File: config.mk
export PLATFORM = sky130hd
export DESIGN_NAME = bsync_dpll
export DESIGN_NICKNAME = d
export VERILOG_FILES = /design/src/rtl/bsync_pkg.sv /design/src/rtl/bsync_edge.sv /design/src/rtl/bsync_step.sv /design/src/rtl/bsync_phase.sv /design/src/rtl/bsync_acq.sv /design/src/rtl/bsync_dpll.sv
export SDC_FILE = /design/constraint.sdc
export NUM_CORES = 1
export LEC_CHECK = 0
export BUFFER_PORTS_ARGS = -buffer_cell sky130_fd_sc_hd__buf_2
export CAP_MARGIN = 20
export CORE_UTILIZATION = 45
export CTS_CLUSTER_DIAMETER = 150
export CTS_CLUSTER_SIZE = 24
export DETAILED_ROUTE_END_ITERATION = 8
export HOLD_SLACK_MARGIN = 0.12
export PLACE_DENSITY = 0.73
export SLEW_MARGIN = 20
export SYNTH_ARGS = -nofsm -noshare
export SYNTH_HDL_FRONTEND = slang
export SYNTH_SLANG_ARGS = --single-unit
File: constraint.sdc
create_clock -name clk -period 0.8 [get_ports clk]
set_input_delay 0.08 -clock clk [delete_from_list [all_inputs] [get_ports clk]]
set_output_delay 0.08 -clock clk [all_outputs]
set_load 0.05 [all_outputs]
File: src/rtl/bsync_pkg.sv
package bsync_pkg;

  localparam int SH_W = 2;

  typedef enum logic [1:0] {
    BW_MEDIUM = 2'b00,
    BW_WIDE   = 2'b01,
    BW_NARROW = 2'b10,
    BW_HOLD   = 2'b11
  } bw_e;

  // Shift that a bandwidth setting asks for; hold maps to the narrow shift
  // so that acquisition has a final stage to reach.
  function automatic logic [SH_W-1:0] bw_shift(input bw_e bw);
    case (bw)
      BW_WIDE:   bw_shift = 2'd1;
      BW_MEDIUM: bw_shift = 2'd2;
      default:   bw_shift = 2'd3;
    endcase
  endfunction

endpackage

File: src/rtl/bsync_edge.sv
module bsync_edge (
  input  logic clk,
  input  logic rst_n,
  input  logic smp_vld,
  input  logic rx_in,
  output logic trn
);

  logic prev_q, prev_d;

  always_comb begin
    prev_d = prev_q;
    if (smp_vld) prev_d = rx_in;
  end

  always_ff @(posedge clk or negedge rst_n) begin
    if (!rst_n) prev_q <= 1'b0;
    else        prev_q <= prev_d;
  end

  assign trn = smp_vld && (rx_in != prev_q);

endmodule

File: src/rtl/bsync_step.sv
module bsync_step #(
  parameter int PH_W = 4,
  parameter int SH_W = 2
) (
  input  logic [PH_W-1:0] ph,
  input  logic            apply,
  input  logic [SH_W-1:0] shift,
  output logic [PH_W-1:0] delta
);

  localparam int MW = PH_W + 1;

  logic            neg;
  logic [MW-1:0]   mag, mag_sh;
  logic [PH_W-1:0] st;

  always_comb begin
    neg    = ph[PH_W-1];
    mag    = neg ? ((MW'(1) << PH_W) - {1'b0, ph}) : {1'b0, ph};
    mag_sh = mag >> shift;
    if (mag != '0 && mag_sh == '0) st = PH_W'(1);
    else                           st = mag_sh[PH_W-1:0];
    if (!apply)   delta = '0;
    else if (neg) delta = st;
    else          delta = ~st + PH_W'(1);
  end

endmodule

File: src/rtl/bsync_phase.sv
module bsync_phase #(
  parameter int PH_W = 4
) (
  input  logic            clk,
  input  logic            rst_n,
  input  logic            smp_vld,
  input  logic            rx_in,
  input  logic [PH_W-1:0] delta,
  output logic [PH_W-1:0] ph_q,
  output logic            bit_stb,
  output logic            bit_data
);

  localparam logic [PH_W-1:0] CENTER = PH_W'(1) << (PH_W - 1);

  logic [PH_W-1:0] ph_d;
  logic            stb_d, data_d;

  always_comb begin
    ph_d   = ph_q;
    stb_d  = 1'b0;
    data_d = bit_data;
    if (smp_vld) begin
      ph_d = ph_q + PH_W'(1) + delta;
      if (ph_q == CENTER) begin
        stb_d  = 1'b1;
        data_d = rx_in;
      end
    end
  end

  always_ff @(posedge clk or negedge rst_n) begin
    if (!rst_n) begin
      ph_q     <= '0;
      bit_stb  <= 1'b0;
      bit_data <= 1'b0;
    end else begin
      ph_q     <= ph_d;
      bit_stb  <= stb_d;
      bit_data <= data_d;
    end
  end

endmodule

File: src/rtl/bsync_acq.sv
module bsync_acq
  import bsync_pkg::*;
#(
  parameter int ACQ_SNAP_N = 4,
  parameter int ACQ_STEP_N = 8
) (
  input  logic            clk,
  input  logic            rst_n,
  input  logic            ctl_we,
  input  logic [2:0]      ctl_wdata,
  input  logic            trn,
  output bw_e             bw_q,
  output logic            busy_q,
  output logic            apply,
  output logic [SH_W-1:0] shift
);

  localparam int NMAX  = (ACQ_SNAP_N > ACQ_STEP_N) ? ACQ_SNAP_N : ACQ_STEP_N;
  localparam int CNT_W = (NMAX > 1) ? $clog2(NMAX) : 1;
  localparam logic [CNT_W-1:0] SNAP_LAST = CNT_W'(ACQ_SNAP_N - 1);
  localparam logic [CNT_W-1:0] STEP_LAST = CNT_W'(ACQ_STEP_N - 1);

  bw_e             bw_d;
  logic            busy_d;
  logic [SH_W-1:0] sh_q, sh_d, tgt;
  logic [CNT_W-1:0] cnt_q, cnt_d;
  logic            stage_end;

  always_comb begin
    tgt       = bw_shift(bw_q);
    stage_end = (sh_q == '0) ? (cnt_q == SNAP_LAST) : (cnt_q == STEP_LAST);
    bw_d      = bw_q;
    busy_d    = busy_q;
    sh_d      = sh_q;
    cnt_d     = cnt_q;
    if (busy_q && trn) begin
      if (stage_end) begin
        cnt_d = '0;
        sh_d  = sh_q + SH_W'(1);
        if (({1'b0, sh_q} + (SH_W+1)'(1)) >= {1'b0, tgt}) busy_d = 1'b0;
      end else begin
        cnt_d = cnt_q + CNT_W'(1);
      end
    end
    if (ctl_we) begin
      bw_d = bw_e'(ctl_wdata[1:0]);
      if (!ctl_wdata[2]) begin
        busy_d = 1'b1;
        sh_d   = '0;
        cnt_d  = '0;
      end
    end
  end

  always_ff @(posedge clk or negedge rst_n) begin
    if (!rst_n) begin
      bw_q   <= BW_MEDIUM;
      busy_q <= 1'b0;
      sh_q   <= '0;
      cnt_q  <= '0;
    end else begin
      bw_q   <= bw_d;
      busy_q <= busy_d;
      sh_q   <= sh_d;
      cnt_q  <= cnt_d;
    end
  end

  assign apply = trn && (busy_q || bw_q != BW_HOLD);
  assign shift = busy_q ? sh_q : tgt;

endmodule

File: src/rtl/bsync_dpll.sv
module bsync_dpll
  import bsync_pkg::*;
#(
  parameter int PH_W       = 4,
  parameter int ACQ_SNAP_N = 4,
  parameter int ACQ_STEP_N = 8
) (
  input  logic       clk,
  input  logic       rst_n,
  input  logic       smp_vld,
  input  logic       rx_in,
  input  logic       ctl_we,
  input  logic [2:0] ctl_wdata,
  output logic       bit_stb,
  output logic       bit_data,
  output logic       acq_busy
);

  logic [1:0]      rst_sync_q;
  logic            rst_s;
  logic            trn, apply;
  logic [SH_W-1:0] shift;
  logic [PH_W-1:0] delta, phase_q;
  bw_e             bw_q;

  always_ff @(posedge clk or negedge rst_n) begin
    if (!rst_n) rst_sync_q <= 2'b00;
    else        rst_sync_q <= {rst_sync_q[0], 1'b1};
  end
  assign rst_s = rst_sync_q[1];

  bsync_edge u_edge (
    .clk     (clk),
    .rst_n   (rst_s),
    .smp_vld (smp_vld),
    .rx_in   (rx_in),
    .trn     (trn)
  );

  bsync_acq #(
    .ACQ_SNAP_N (ACQ_SNAP_N),
    .ACQ_STEP_N (ACQ_STEP_N)
  ) u_acq (
    .clk       (clk),
    .rst_n     (rst_s),
    .ctl_we    (ctl_we),
    .ctl_wdata (ctl_wdata),
    .trn       (trn),
    .bw_q      (bw_q),
    .busy_q    (acq_busy),
    .apply     (apply),
    .shift     (shift)
  );

  bsync_step #(
    .PH_W (PH_W),
    .SH_W (SH_W)
  ) u_step (
    .ph    (phase_q),
    .apply (apply),
    .shift (shift),
    .delta (delta)
  );

  bsync_phase #(
    .PH_W (PH_W)
  ) u_phase (
    .clk      (clk),
    .rst_n    (rst_s),
    .smp_vld  (smp_vld),
    .rx_in    (rx_in),
    .delta    (delta),
    .ph_q     (phase_q),
    .bit_stb  (bit_stb),
    .bit_data (bit_data)
  );

endmodule

==> impl_metrics.tcl <==
set metrics [dict create \
    p_leak_nw 0.9300 \
    synth_area_leaders "dfrtp_1 32%, ha_1 7.6%, mux2_2 4.3%" \
    cts-root-buf "clkbuf_4" \
    start_util_pct 47.64 \
    cp-start-kind "flip-flop" \
    wl_per_cell_um 16.44 \
    globalRouteTotalUtil_pct 24.03 \
    cts.clk_slew.worst_paths_ns 0.11 \
    max_stage_delay_ns 0.45 \
    area_delta_synth_final_pct 52.76 \
    antenna_found_initial 0 \
    core_um2 2758 \
    io_pins 11 \
    worst-path-max-fanout 6 \
    drtIter0Drc 30 \
    status "finished with violations" \
    yosysUniqueCellTypes 51 \
    cts_buffer_depth 2 \
    timing.fmax_mhz 315.8 \
    setup_viol 17 \
    syn_avg_cell_area_um2 9.804 \
    grt_max_degree 11 \
    postCtsHoldBufs 4 \
    finalWeightedCongestion 0.8619 \
    power.density_nw_per_um2 3066 \
    synthCells 134 \
    async_reset_ff_share_pct 100.0 \
    power_mw 6.153 \
    worstPathArrival_ns 3.37 \
    ys_seq_area_share_pct 32.38 \
    die_w_um 56.03 \
    numCtsBuffers 3 \
    cp.required_ns 1.00 \
    insertion_delay_ns 0.32 \
    finClkSkew_ns 0.007754 \
    netlist_area_um2 1314 \
    maxCapViolations 0 \
    synthFlopType "dfrtp_1" \
    yosysTopAreaCell "dfrtp_1" \
    fin_nets 211 \
    numPortBuffers 10 \
    finalCritPeriodShare_pct 395.9 \
    critPathCaptureType "flip-flop" \
    placed_cells 211 \
    peakVddDrop_uv 3019 \
    worstHoldPathCells 2 \
    rrSetupSlack_ns -2.37 \
    failed_checks "negative setup slack" \
    grt_overflow 0 \
    routed_wl_um 3666 \
    synth-edff-count 0 \
    fillers 172 \
    grt_pass1_wl_um 5768 \
    slowest_stage "dfrtp_2" \
    vias 1239 \
    synth_warnings 0 \
    cts_sinks 17 \
    dieArea_um2 3139 \
    drive_gt1_share_pct 53.13 \
    crit_type "reg2reg" \
    ant_nets 0 \
    seq_area_um2 426.7 \
    num_antenna_cells 0 \
    hold_viol_final 0 \
    hp-start "ctl_we" \
    fin_cells 223 \
    post-dp-hpwl_um 2558 \
    rr_worst_depth 13 \
    setup_ws_ns -2.367 \
    multiInputGateArea_um2 1017 \
    viasPerCell 5.556 \
    reg2reg_from "u_acq.busy_q" \
    drc 0 \
    synth_nets 152 \
    die_y_um 56.03 \
    grt_pass1_vias 1282 \
    synth.ff_latch_count 17 \
    drtPass1Iterations 4 \
    cts_tree "done" \
    drv_slew 0 \
    layout_min_cycle_time_ns 3.167 \
    rows 19 \
    htreeDepth 1 \
    hold_class "in2reg" \
    rsz0062_at_grt "true" \
    synth_top_cell_area_share_pct 32.38 \
    cp-startpoint "u_acq.busy_q" \
    worstPathCellList "or3b_4, nand2_1, o21ai_1, a221oi_4, nor4_2, or2_1, ha_1, nand3b_1, and3_1, mux2_4, nor3b_1, mux2i_1, nand3_1" \
]
-- registers in the layout, summed over array words and instances (netlist names) --
name / count
u_edge.prev_q: 1
u_acq.bw_q: 2
u_acq.busy_q: 1
u_phase.bit_data: 1
u_acq.sh_q: 2
u_phase.ph_q: 4
u_phase.bit_stb: 1
rst_sync_q: 2
u_acq.cnt_q: 3
-- cells in the final DEF (no fill, tap or decap), types with 2 or more instances in the layout --
cell,netlist,final
buf_4,1,32
dfrtp_1,17,16
buf_6,0,13
nor2_1,11,10
buf_2,1,7
a21oi_1,7,6
nand3_1,5,5
mux2_4,0,4
nand2_1,10,4
nand2_2,0,4
mux2i_1,4,4
ha_1,8,4
dlygate4sd3_1,0,4
nand2b_1,4,3
nor3_2,2,3
nor2b_1,4,3
mux2_2,5,3
ha_4,0,3
clkbuf_4,0,3
nor3b_1,2,2
o31ai_2,0,2
xor2_1,3,2
and2_4,0,2
o211a_1,2,2
o21ai_0,2,2
nand2_4,0,2
inv_4,0,2
xnor2_1,3,2
nand4b_1,2,2
and3_1,2,2
inv_2,0,2
-- area by class of cell --
class | count | area share [%]
Multi-Input combinational cell | 110 | 50.69
Timing Repair Buffer | 57 | 23.75
Clock inverter | 1 | 0.2494
Tap cell | 31 | 1.933
Sequential cell | 17 | 21.26
Inverter | 4 | 0.9975
Clock buffer | 3 | 1.122
-- cell usage after synthesis, drive strengths merged, types with 2 or more instances --
cell and n:
dfrtp 17, mux2i 4, o211a 2, nor2b 4
o21ai 3, a21oi 8, or2 2, or3b 2
and3 2, xor2 3, nand2 10, and2 2
inv 4, buf 2, nand4b 2, mux2 7
o31ai 2, nor2 11, nor3 4, nor3b 3
nand3 5, nand2b 4, ha 8, fa 2
xnor2 3
-- stage by stage --
step	instance area, um^2	setup WS [ns]	hold WS, ns	utilization, %	TNS (ns)
CTS	1986	-2.324	0.04700	72.01	-13.16
finish	2007	-2.367	0.08182	72.78	-13.34
global placement	1770	-2.235	-0.1355	64.20	-11.90
floorplan	1410	-2.230	-0.2156	-	-10.59
global route	2007	-2.521	0.07988	72.78	-14.63
detailed placement	1770	-2.390	-0.1347	64.20	-12.72
-- routing by layer --
layer / vias to the layer above / track usage [%] / wire length (um)
li1: 593 / - / -
met2: 32 / 42.69 / 1935
met1: 605 / 29.38 / 1508
met3: 9 / 2.093 / 120
met5: - / 0 / 0
met4: 0 / 10.80 / 102
-- critical path: cells and delay by family (launching register included) --
family	cells	cell delay, ns
simple gates	8	1.38
fa+ha+maj	1	0.27
flops	1	0.45
mux	2	0.43
compound gates	2	0.52
-- power by group --
group,total (mW),switching [mW],internal (mW),leakage (nW)
clock network,0.509,0.321,0.188,0.0177
registers,1.21,0.163,1.05,0.206
logic,4.44,2.10,2.33,0.707
total,6.15,2.59,3.56,0.930
-- repair_timing --
item | 4_1_cts | 5_1_grt
resized for setup | 29 | 10
setup endpoints to repair | 17 | 17
hold endpoints to repair | 9 | 4
pin swaps | 4 | 4
setup buffers | 6 | 5
-- worst paths after layout --
check	endpoint
setup / recovery	u_phase.ph_q[3]
setup reg to reg	u_phase.ph_q[3]
min in group asynchronous	u_acq.cnt_q[0]
hold / removal	u_acq.bw_q[1]
hold reg to reg	u_acq.cnt_q[0]
max in group asynchronous	rst_sync_q[0]
-- logic make-up after synthesis --
kind of cell | share of synthesized area [%]
simple gates | 26.86
xor+xnor | 4.001
fa+ha+maj | 10.67
compound gates | 14.38
mux | 9.047
other cells | 0.2854
flops | 32.38
buf+inv | 2.380
(Power assumes the default switching activity.)
